### src/rtl/ahb_wm_pkg.sv
`timescale 1ns/1ps
package ahb_wm_pkg;

  localparam int unsigned WAIT_CAP   = 16;
  localparam int unsigned WORD_BYTES = 4;

  typedef enum logic [1:0] {
    TR_IDLE   = 2'b00,
    TR_BUSY   = 2'b01,
    TR_NONSEQ = 2'b10,
    TR_SEQ    = 2'b11
  } trans_e;

  typedef enum logic [1:0] {
    PH_IDLE,
    PH_DATA,
    PH_ERR1,
    PH_ERR2
  } phase_e;

  function automatic int unsigned clamp_wait(input int unsigned w);
    return (w > WAIT_CAP) ? WAIT_CAP : w;
  endfunction

  function automatic logic size_ok(input logic [2:0] s);
    return s <= 3'd2;
  endfunction

  function automatic logic aligned(input logic [1:0] a, input logic [2:0] s);
    case (s)
      3'd1:    return ~a[0];
      3'd2:    return a == 2'b00;
      default: return 1'b1;
    endcase
  endfunction

  function automatic logic [WORD_BYTES-1:0] lane_mask(input logic [1:0] a, input logic [2:0] s);
    case (s)
      3'd0:    return 4'b0001 << a;
      3'd1:    return 4'b0011 << a;
      default: return 4'b1111;
    endcase
  endfunction

endpackage

### src/rtl/ahb_wm_addr_stage.sv
`timescale 1ns/1ps
module ahb_wm_addr_stage
  import ahb_wm_pkg::*;
#(
  parameter int unsigned ADDR_W = 32,
  parameter int unsigned IDX_W  = 4
) (
  input  logic                  clk,
  input  logic                  rst_n,
  input  logic                  sel,
  input  logic                  ready_in,
  input  logic [1:0]            trans,
  input  logic [ADDR_W-1:0]     addr,
  input  logic                  write,
  input  logic [2:0]            size,
  output logic                  accept,
  output logic                  start_ok,
  output logic                  start_err,
  output logic [IDX_W-1:0]      idx_q,
  output logic [WORD_BYTES-1:0] lanes_q,
  output logic                  write_q
);

  logic in_range;
  logic legal;

  always_comb begin
    accept    = sel && ready_in && trans[1];
    in_range  = (addr >> (IDX_W + 2)) == '0;
    legal     = size_ok(size) && aligned(addr[1:0], size) && in_range;
    start_ok  = accept && legal;
    start_err = accept && !legal;
  end

  always_ff @(posedge clk or negedge rst_n) begin
    if (!rst_n) begin
      idx_q   <= '0;
      lanes_q <= '0;
      write_q <= 1'b0;
    end else if (start_ok) begin
      idx_q   <= addr[IDX_W+1:2];
      lanes_q <= lane_mask(addr[1:0], size);
      write_q <= write;
    end
  end

endmodule

### src/rtl/ahb_wm_wait_ctrl.sv
`timescale 1ns/1ps
module ahb_wm_wait_ctrl
  import ahb_wm_pkg::*;
#(
  parameter int unsigned WAIT_STATES = 2
) (
  input  logic clk,
  input  logic rst_n,
  input  logic start_ok,
  input  logic start_err,
  output logic ready_o,
  output logic resp_o,
  output logic in_data,
  output logic commit
);

  localparam int unsigned W_EFF = clamp_wait(WAIT_STATES);
  localparam int unsigned CW    = $clog2(WAIT_CAP + 1);

  phase_e        ph_q, ph_d;
  logic [CW-1:0] cnt_q, cnt_d;

  always_comb begin
    ready_o = (ph_q == PH_IDLE) || (ph_q == PH_ERR2) ||
              ((ph_q == PH_DATA) && (cnt_q == '0));
    resp_o  = (ph_q == PH_ERR1) || (ph_q == PH_ERR2);
    in_data = (ph_q == PH_DATA);
    commit  = in_data && (cnt_q == '0);

    ph_d  = ph_q;
    cnt_d = cnt_q;
    if (ph_q == PH_ERR1) begin
      ph_d = PH_ERR2;
    end else if ((ph_q == PH_DATA) && (cnt_q != '0)) begin
      cnt_d = cnt_q - CW'(1);
    end else if (start_err) begin
      ph_d = PH_ERR1;
    end else if (start_ok) begin
      ph_d  = PH_DATA;
      cnt_d = CW'(W_EFF);
    end else begin
      ph_d = PH_IDLE;
    end
  end

  always_ff @(posedge clk or negedge rst_n) begin
    if (!rst_n) begin
      ph_q  <= PH_IDLE;
      cnt_q <= '0;
    end else begin
      ph_q  <= ph_d;
      cnt_q <= cnt_d;
    end
  end

endmodule

### src/rtl/ahb_wm_mem.sv
`timescale 1ns/1ps
module ahb_wm_mem
  import ahb_wm_pkg::*;
#(
  parameter int unsigned WORDS = 16,
  parameter int unsigned IDX_W = 4
) (
  input  logic                    clk,
  input  logic                    rst_n,
  input  logic                    we,
  input  logic [WORD_BYTES-1:0]   lanes,
  input  logic [IDX_W-1:0]        idx,
  input  logic [8*WORD_BYTES-1:0] wdata,
  output logic [8*WORD_BYTES-1:0] rdata
);

  for (genvar b = 0; b < WORD_BYTES; b++) begin : g_lane
    logic [7:0] store_q [WORDS];

    always_ff @(posedge clk or negedge rst_n) begin
      if (!rst_n) begin
        for (int w = 0; w < WORDS; w++) store_q[w] <= '0;
      end else if (we && lanes[b]) begin
        store_q[idx] <= wdata[8*b +: 8];
      end
    end

    assign rdata[8*b +: 8] = store_q[idx];
  end

endmodule

### src/rtl/ahb_wait_mem.sv
`timescale 1ns/1ps
module ahb_wait_mem
  import ahb_wm_pkg::*;
#(
  parameter int unsigned ADDR_W      = 32,
  parameter int unsigned MEM_WORDS   = 16,
  parameter int unsigned WAIT_STATES = 2
) (
  input  logic              clk,
  input  logic              rst_n,
  input  logic              sel,
  input  logic [ADDR_W-1:0] addr,
  input  logic [1:0]        trans,
  input  logic              write,
  input  logic [2:0]        size,
  input  logic [31:0]       wdata,
  input  logic              ready_in,
  output logic [31:0]       rdata,
  output logic              ready_out,
  output logic              resp
);

  localparam int unsigned IDX_W = $clog2(MEM_WORDS);

  logic                  xfer_accept;
  logic                  start_ok, start_err;
  logic [IDX_W-1:0]      idx_q;
  logic [WORD_BYTES-1:0] lanes_q;
  logic                  write_q;
  logic                  in_data, commit;
  logic [31:0]           mem_rd;

  ahb_wm_addr_stage #(.ADDR_W(ADDR_W), .IDX_W(IDX_W)) u_addr (
    .clk(clk), .rst_n(rst_n), .sel(sel), .ready_in(ready_in),
    .trans(trans), .addr(addr), .write(write), .size(size),
    .accept(xfer_accept), .start_ok(start_ok), .start_err(start_err),
    .idx_q(idx_q), .lanes_q(lanes_q), .write_q(write_q)
  );

  ahb_wm_wait_ctrl #(.WAIT_STATES(WAIT_STATES)) u_wait (
    .clk(clk), .rst_n(rst_n), .start_ok(start_ok), .start_err(start_err),
    .ready_o(ready_out), .resp_o(resp), .in_data(in_data), .commit(commit)
  );

  ahb_wm_mem #(.WORDS(MEM_WORDS), .IDX_W(IDX_W)) u_mem (
    .clk(clk), .rst_n(rst_n), .we(commit && write_q), .lanes(lanes_q),
    .idx(idx_q), .wdata(wdata), .rdata(mem_rd)
  );

  assign rdata = (in_data && !write_q) ? mem_rd : '0;

endmodule

### config.mk
export PLATFORM = sky130hd
export DESIGN_NAME = ahb_wait_mem
export DESIGN_NICKNAME = d
export VERILOG_FILES = /design/src/rtl/ahb_wm_pkg.sv /design/src/rtl/ahb_wm_addr_stage.sv /design/src/rtl/ahb_wm_wait_ctrl.sv /design/src/rtl/ahb_wm_mem.sv /design/src/rtl/ahb_wait_mem.sv
export SDC_FILE = /design/constraint.sdc
export NUM_CORES = 1
export LEC_CHECK = 0
export ABC_AREA = 0
export ABC_CLOCK_PERIOD_IN_PS = 4870
export CORE_MARGIN = 2
export CORE_UTILIZATION = 60
export CTS_CLUSTER_DIAMETER = 60
export CTS_CLUSTER_SIZE = 12
export DETAILED_ROUTE_END_ITERATION = 8
export DONT_BUFFER_PORTS = 1
export PLACE_DENSITY = 0.73
export SLEW_MARGIN = 20
export SYNTH_ARGS = -nofsm -noshare
export SYNTH_HDL_FRONTEND = slang
export SYNTH_SLANG_ARGS = --single-unit
### constraint.sdc
create_clock -name clk -period 4.87 [get_ports clk]
set_input_delay 0.2435 -clock clk [delete_from_list [all_inputs] [get_ports clk]]
set_output_delay 0.2435 -clock clk [all_outputs]
set_load 0.05 [all_outputs]
# Yosys cells after proc, flatten, opt, wreduce, memory -nomap -nowiden
# Cells that the tools add are included.
# word_totals
ff_bits	528
out_inout_bits	34
wordCells	141
# op_classes
addsub	1
magnitude_cmp	3
n_eq_ne	7
shifts	2
mux	28
bitwise	3
reduce_logical	28
# ops
cell	count
$bwmux W128	4
$bmux W8 S4	4
$mux W8	9
$demux W8 S4	1
$logic_not A32 Y1	1
$mux W32	1
$logic_and A1 B1 Y1	15
$mux W5	3
$pmux W4 S2	1
$mux W2	3
$ge A5 B5 Y1 const B	1
$logic_not A5 Y1	1
$lt A5 B1 Y1 const B	1
$not A4 Y5	1
$reduce_bool A5 Y1	1
$sub A5 B1 Y5 const B	1
$eq A2 B2 Y1 const B	2
$logic_not A2 Y1	2
$ne A2 B1 Y1 const B	2
$shl A1 B2 Y4 const A	1
$shl A2 B2 Y4 const A	1
$eq A3 B1 Y1 const B	1
$eq A3 B2 Y1 const B	1
$le A3 B2 Y1 const B	1
other kinds (9)	13

# Longest topological paths before layout
# depth
depth_word	9
ltp_mapped	7
depth_no_buf	6

# Modules after synthesis
# A second synthesis with hierarchy kept.
# hier_totals
cells_unflattened	1566
area_unflattened_um2	26399.1
# by_module_without_submodules
mod	n_inst	cells_per_inst	area_per_inst_um2	seq_area_each_um2
ahb_wm_mem	1	1432	25082.8	12812.3
ahb_wm_addr_stage	1	47	498.0	225.2
ahb_wm_wait_ctrl	1	48	460.4	175.2
ahb_wait_mem	1	39	357.8	0.0

# Least setup slack after synthesis
# No wires, ideal clock.
# synth_path
kind	reg2out
from	register u_addr.idx_q[1]
to	output rdata[23]
arrival_time_ns	2.369
t_required_ns	4.627
path_slack_ns	2.257
stages_incl_launch_ff	7
path_buffers	3
cell_sequence	dfrtp_1 > clkbuf_1 > buf_1 > clkbuf_1 > mux4_2 > mux2i_1 > o22ai_1
# synth_via
elab_chain_cells	5
# synth_lines
item	line	rtl
start, declared	ahb_wm_addr_stage.sv:19	output logic [IDX_W-1:0] idx_q,
start signal, assigned	ahb_wm_addr_stage.sv:41	idx_q <= addr[IDX_W+1:2];
$not A4 Y5 (not written as such)	ahb_wm_mem.sv:28	assign rdata[8*b +: 8] = store_q[idx];
$bmux W8 S4	ahb_wm_mem.sv:28	
$mux W8 (not written as such) (2 in a row)	ahb_wm_mem.sv:28	
$mux W32	ahb_wait_mem.sv:50	assign rdata = (in_data && !write_q) ? mem_rd : '0;
end, declared	ahb_wait_mem.sv:18	output logic [31:0] rdata,
# No other way between the ends. The select of a mux whose other input is x is not followed.

# Final worst setup path
# layout_path
from	register u_addr.idx_q[0]
to	output rdata[10]
# The elaborated chain is that of the path after synthesis.

==> results <==
- The flow ran to the end, but the final reports show violations.
- The final reports fail on hold timing, slew limit.
- The total track usage is 25.8%.
- Measured in cells, the most critical reg-to-reg path has a length of 4.
- In this run the post-CTS setup repair buffer count came out at 0.
- The final-stage net count is 1,639.
- The element type at the critical path end is an output port.
- The cell type with the highest aggregate area in the netlist is sky130_fd_sc_hd__dfrtp_1.
- The portion of the clock cycle consumed by the worst path in the final layout is 78.7%.
- The synthesized netlist net count is 1,604.
- The share of the synthesized area in the top cell type is 54.9%.
- The number of pins exceeding their max-slew limit in the final report is 334.
- On the final layout, the worst clock skew is 20.1 ps.
- The starting density of the core is 60.7%.
- VDD sags by at most 331 uV.
- The clock edge transition at the registers on the reported setup and hold paths is 60 ps.
- At the pin with the least slew margin, the transition time is 2030 ps.
- The class of the most critical hold timing path is in2async.
- From left edge to right edge, the die measures 204 um.
- The slack of the critical path is 1040 ps.
- After detailed routing, the number of remaining DRC violations is 0.
- In the synthesized netlist, the number of instances is 1,525.
- In this run the vertical extent of the chip is 204 um.
- The floorplan step defined a die boundary enclosing 41,700 um^2.
- The worst setup path is of the reg2out kind.
- The mean number of vias per cell is 6.37.
- The final weighted congestion in routability-driven placement is 0.748.
- The post-synthesis mux area share is 39.0%.
- Per report_power, the combinational group accounts for 10.8% of the total.
- The tightest slew margin relative to the limit is -35.4%.
- Input and output buffers added on the ports amount to 0.
- The number of core rows is 73.
- Summed over all cells, the static leakage comes to 10.4 nW.
- The number of hold buffers added after CTS is 46.
- The count of clock tree sinks is 528.
- The analysis attributes to net switching a power of 2.30 mW.
- Max-cap violations in this run came to 0.
- In this run, synthesis produced a sequential element count of 528.
- The synthesized area per cell is 15.8 um^2.
- The placement-stage worst setup slack is 1600 ps.
- The synthesized netlist occupies a cell area of 24,000 um^2.
- The ratio of cells with drive above 1 in the final layout is 45.3%.
- The end of the worst register-to-register path is u_mem.g_lane[2].store_q[89].
- The post-detailed-route count of antenna-violating nets is 0.
- Dividing the detail-routed wire length by the instance count gives 24.7 um.
- The growth of design area from synthesis to finish is 9.76%.
- The async set-or-reset flop fraction in the synthesized netlist is 100%.
- Static timing analysis puts the maximum clock frequency at 261 MHz.
- For this block, the routed nets add up to 51.8 mm of wire.
- The initial DRC count is 829.
- The compound-gate portion of the synthesized area is 1.36%.
- The number of setup violations in the final report is 0.
- The count of final hold-check violations is 528.
- Setup repair after global routing left no endpoint under its margin.
- Ranked by total cell area, the synthesized netlist is headed by sky130_fd_sc_hd__dfrtp_1 55%, sky130_fd_sc_hd__mux2_2 23%, sky130_fd_sc_hd__mux4_2 12%, sky130_fd_sc_hd__mux2i_1 2.7%, sky130_fd_sc_hd__mux2_1 1.5%.
- The vias after detailed routing is 13,353.
- The worst-case clock buffer depth is 3.
- The clock network accounts for 37.7% of the total power.
- The number of global-route vias before repair was 14,152.
- The library cell used most frequently in the layout, excluding fill and tap cells, is sky130_fd_sc_hd__dfrtp_1.
- The first detailed-routing pass ran for 4 iterations.
- The overall power after layout is 9.26 mW.
- The power per cell area is 351 nW/um^2.
- The signal on the critical path passes through buf_4, mux4_2, mux2i_1, o22ai_1.
- Of the total synthesized cell area, the portion taken by XOR and XNOR cells is 0%.
- The design internal power is 6.95 mW.
- The sequential fraction of design power is 51.5%.
- The time the final worst path needs with I/O delays and setup is 3830 ps.
- On the final layout, the worst hold slack is -623 ps.
- Yosys mapped a number of flops with a built-in enable equal to 0.
- The setup TNS is 0 ps.
- After synthesis, flip-flops and latches occupy 54.9% of the total area.
- The leading register cell type out of synthesis is sky130_fd_sc_hd__dfrtp_1.
- The cell sitting at the root of the clock tree is a sky130_fd_sc_hd__clkbuf_16.
- 108 I/O pins were placed.
- The initial antenna violation count came to 2.
- The startpoint of the lowest-slack register-to-register path is u_addr.idx_q[2].
- The clock tree synthesis step divided the H-tree into 2 levels.
- TritonCTS built the clock tree.
- The stage delay of the slowest cell on the critical path is 970 ps.
- The number of warning messages in the yosys log is 0.
- The cell with the largest stage delay on the worst path is sky130_fd_sc_hd__dfrtp_4.
- Of all nets on the critical path, the largest fanout is 43.
- The top cell types in the final layout, fill and taps aside, are 525 x sky130_fd_sc_hd__dfrtp_1, 490 x sky130_fd_sc_hd__mux2_2, 128 x sky130_fd_sc_hd__mux4_2.
- Excluding fillers, the count of instances in the completed layout stands at 2,096.
- STA classifies the critical path startpoint as a flip-flop.
- In this run, placement finished with an instance count of 1,987.
- The number of buffers created by CTS is 50.
- The combinational family with the most area after synthesis is multiplexers.
- After legalization and detailed placement, the total HPWL measured 30.5 mm.
- Data on the critical path arrives at its endpoint at 3590 ps.
- The synthesized netlist contains 39 unique library cells.
- The largest net degree at the start of global routing is 529.
- The synthesized-area fraction occupied by adder cells is 0.260%.
- After clock tree synthesis, the repair step resized 0 gates.
- STA puts the critical path data required time at 4630 ps.
- In this run the standard cell core region covers 39,600 um^2.
- The area fraction in and, or, nand and nor cells after synthesis is 2.80%.
- Net switching is 24.9% of the power.
- The startpoint of the most critical setup path is u_addr.idx_q[0].
- The worst setup path endpoint is rdata[10].
- For the worst-skew pair, the clock arrives at the later sink with an insertion delay of 600 ps.
- The global-route congestion overflow total is 0.
- The internal reg-to-reg setup slack is 1670 ps.
- The global-route wire length before repair is 81.7 mm.
## area by class of cell
| cell class | instances | area, um^2 |
|---|---|---|
| Timing Repair Buffer | 67 | 643 |
| Fill cell | 2793 | 13200 |
| Clock buffer | 58 | 1310 |
| Inverter | 11 | 41.3 |
| Sequential cell | 528 | 13200 |
| Antenna cell | 2 | 5.00 |
| Tap cell | 525 | 657 |
| Multi-Input combinational cell | 902 | 10500 |
| Clock inverter | 3 | 43.8 |
## critical path, delay by kind of cell, from the launching register on
family	cells	cell delay (ps)
AOI/OAI and AO/OA	1	920
buffers and inverters	1	630
DFF	1	970
muxes	2	440
## per-stage QoR
step,cell area (um^2),util [%]
after floorplan,24000,-
after global placement,24600,62.0
after detailed placement,24600,62.0
after CTS,26400,66.6
after global routing,26400,66.6
final,26400,66.6
## sequential cells by signal, indices dropped and copies added (netlist names)
signal	count
u_mem.g_lane.store_q	512
u_addr.write_q	1
u_wait.ph_q	2
u_addr.idx_q	4
u_addr.lanes_q	4
u_wait.cnt_q	5
## power by group through the flow
stage / Sequential [mW] / Clock [mW] / Combinational (mW)
final: 4.77 / 3.49 / 1.00
after global routing: 4.80 / 3.74 / 1.07
after CTS: 4.77 / 3.58 / 1.00
after detailed placement: 4.84 / 0 / 0.911
after global placement: 4.83 / 0 / 0.885
after floorplan: 4.80 / 0 / 0.780
## worst min path at each step
| stage | startpoint | to | depth (start not counted) |
|---|---|---|---|
| 2_1_floorplan | rst_n | u_addr.idx_q[0] | 0 |
| 3_3_place_gp | rst_n | u_mem.g_lane[0].store_q[126] | 0 |
| 3_5_place_dp | rst_n | u_mem.g_lane[0].store_q[126] | 0 |
| 4_1_cts | rst_n | u_mem.g_lane[0].store_q[33] | 0 |
| 5_1_grt | rst_n | u_mem.g_lane[0].store_q[126] | 0 |
| 6_report | rst_n | u_mem.g_lane[0].store_q[126] | 0 |
## per-layer routing
layer | track usage (%) | up-vias | part of all wire [%]
met5 | 0 | - | 0.025
met4 | 6.91 | 2 | 2.3
met3 | 4.62 | 79 | 4.0
met2 | 42.4 | 233 | 49
met1 | 35.9 | 7250 | 44
li1 | - | 5789 | -
## cell families after synthesis
group | count (synthesis)
fa+ha+maj | 5
flops | 528
compound gates | 50
mux | 713
simple gates | 134
buf+inv | 95
## cell usage after synthesis (2+ instances only)
cell,number
sky130_fd_sc_hd__o22ai_1,32
sky130_fd_sc_hd__o31ai_1,2
sky130_fd_sc_hd__nand2b_1,6
sky130_fd_sc_hd__mux4_2,128
sky130_fd_sc_hd__nand2_1,72
sky130_fd_sc_hd__o211ai_1,4
sky130_fd_sc_hd__nor2_1,15
sky130_fd_sc_hd__mux2_1,31
sky130_fd_sc_hd__nor3_1,12
sky130_fd_sc_hd__buf_2,16
sky130_fd_sc_hd__mux2_2,490
sky130_fd_sc_hd__nor4_1,7
sky130_fd_sc_hd__buf_1,8
sky130_fd_sc_hd__nand2_2,3
sky130_fd_sc_hd__mux2i_1,64
sky130_fd_sc_hd__nand3_1,2
sky130_fd_sc_hd__ha_1,5
sky130_fd_sc_hd__nand3b_1,5
sky130_fd_sc_hd__o21ai_0,6
sky130_fd_sc_hd__nor3_4,4
sky130_fd_sc_hd__clkbuf_1,59
sky130_fd_sc_hd__dfrtp_1,528
sky130_fd_sc_hd__inv_1,10
No activity file was read; power rests on OpenSTA's default activity.
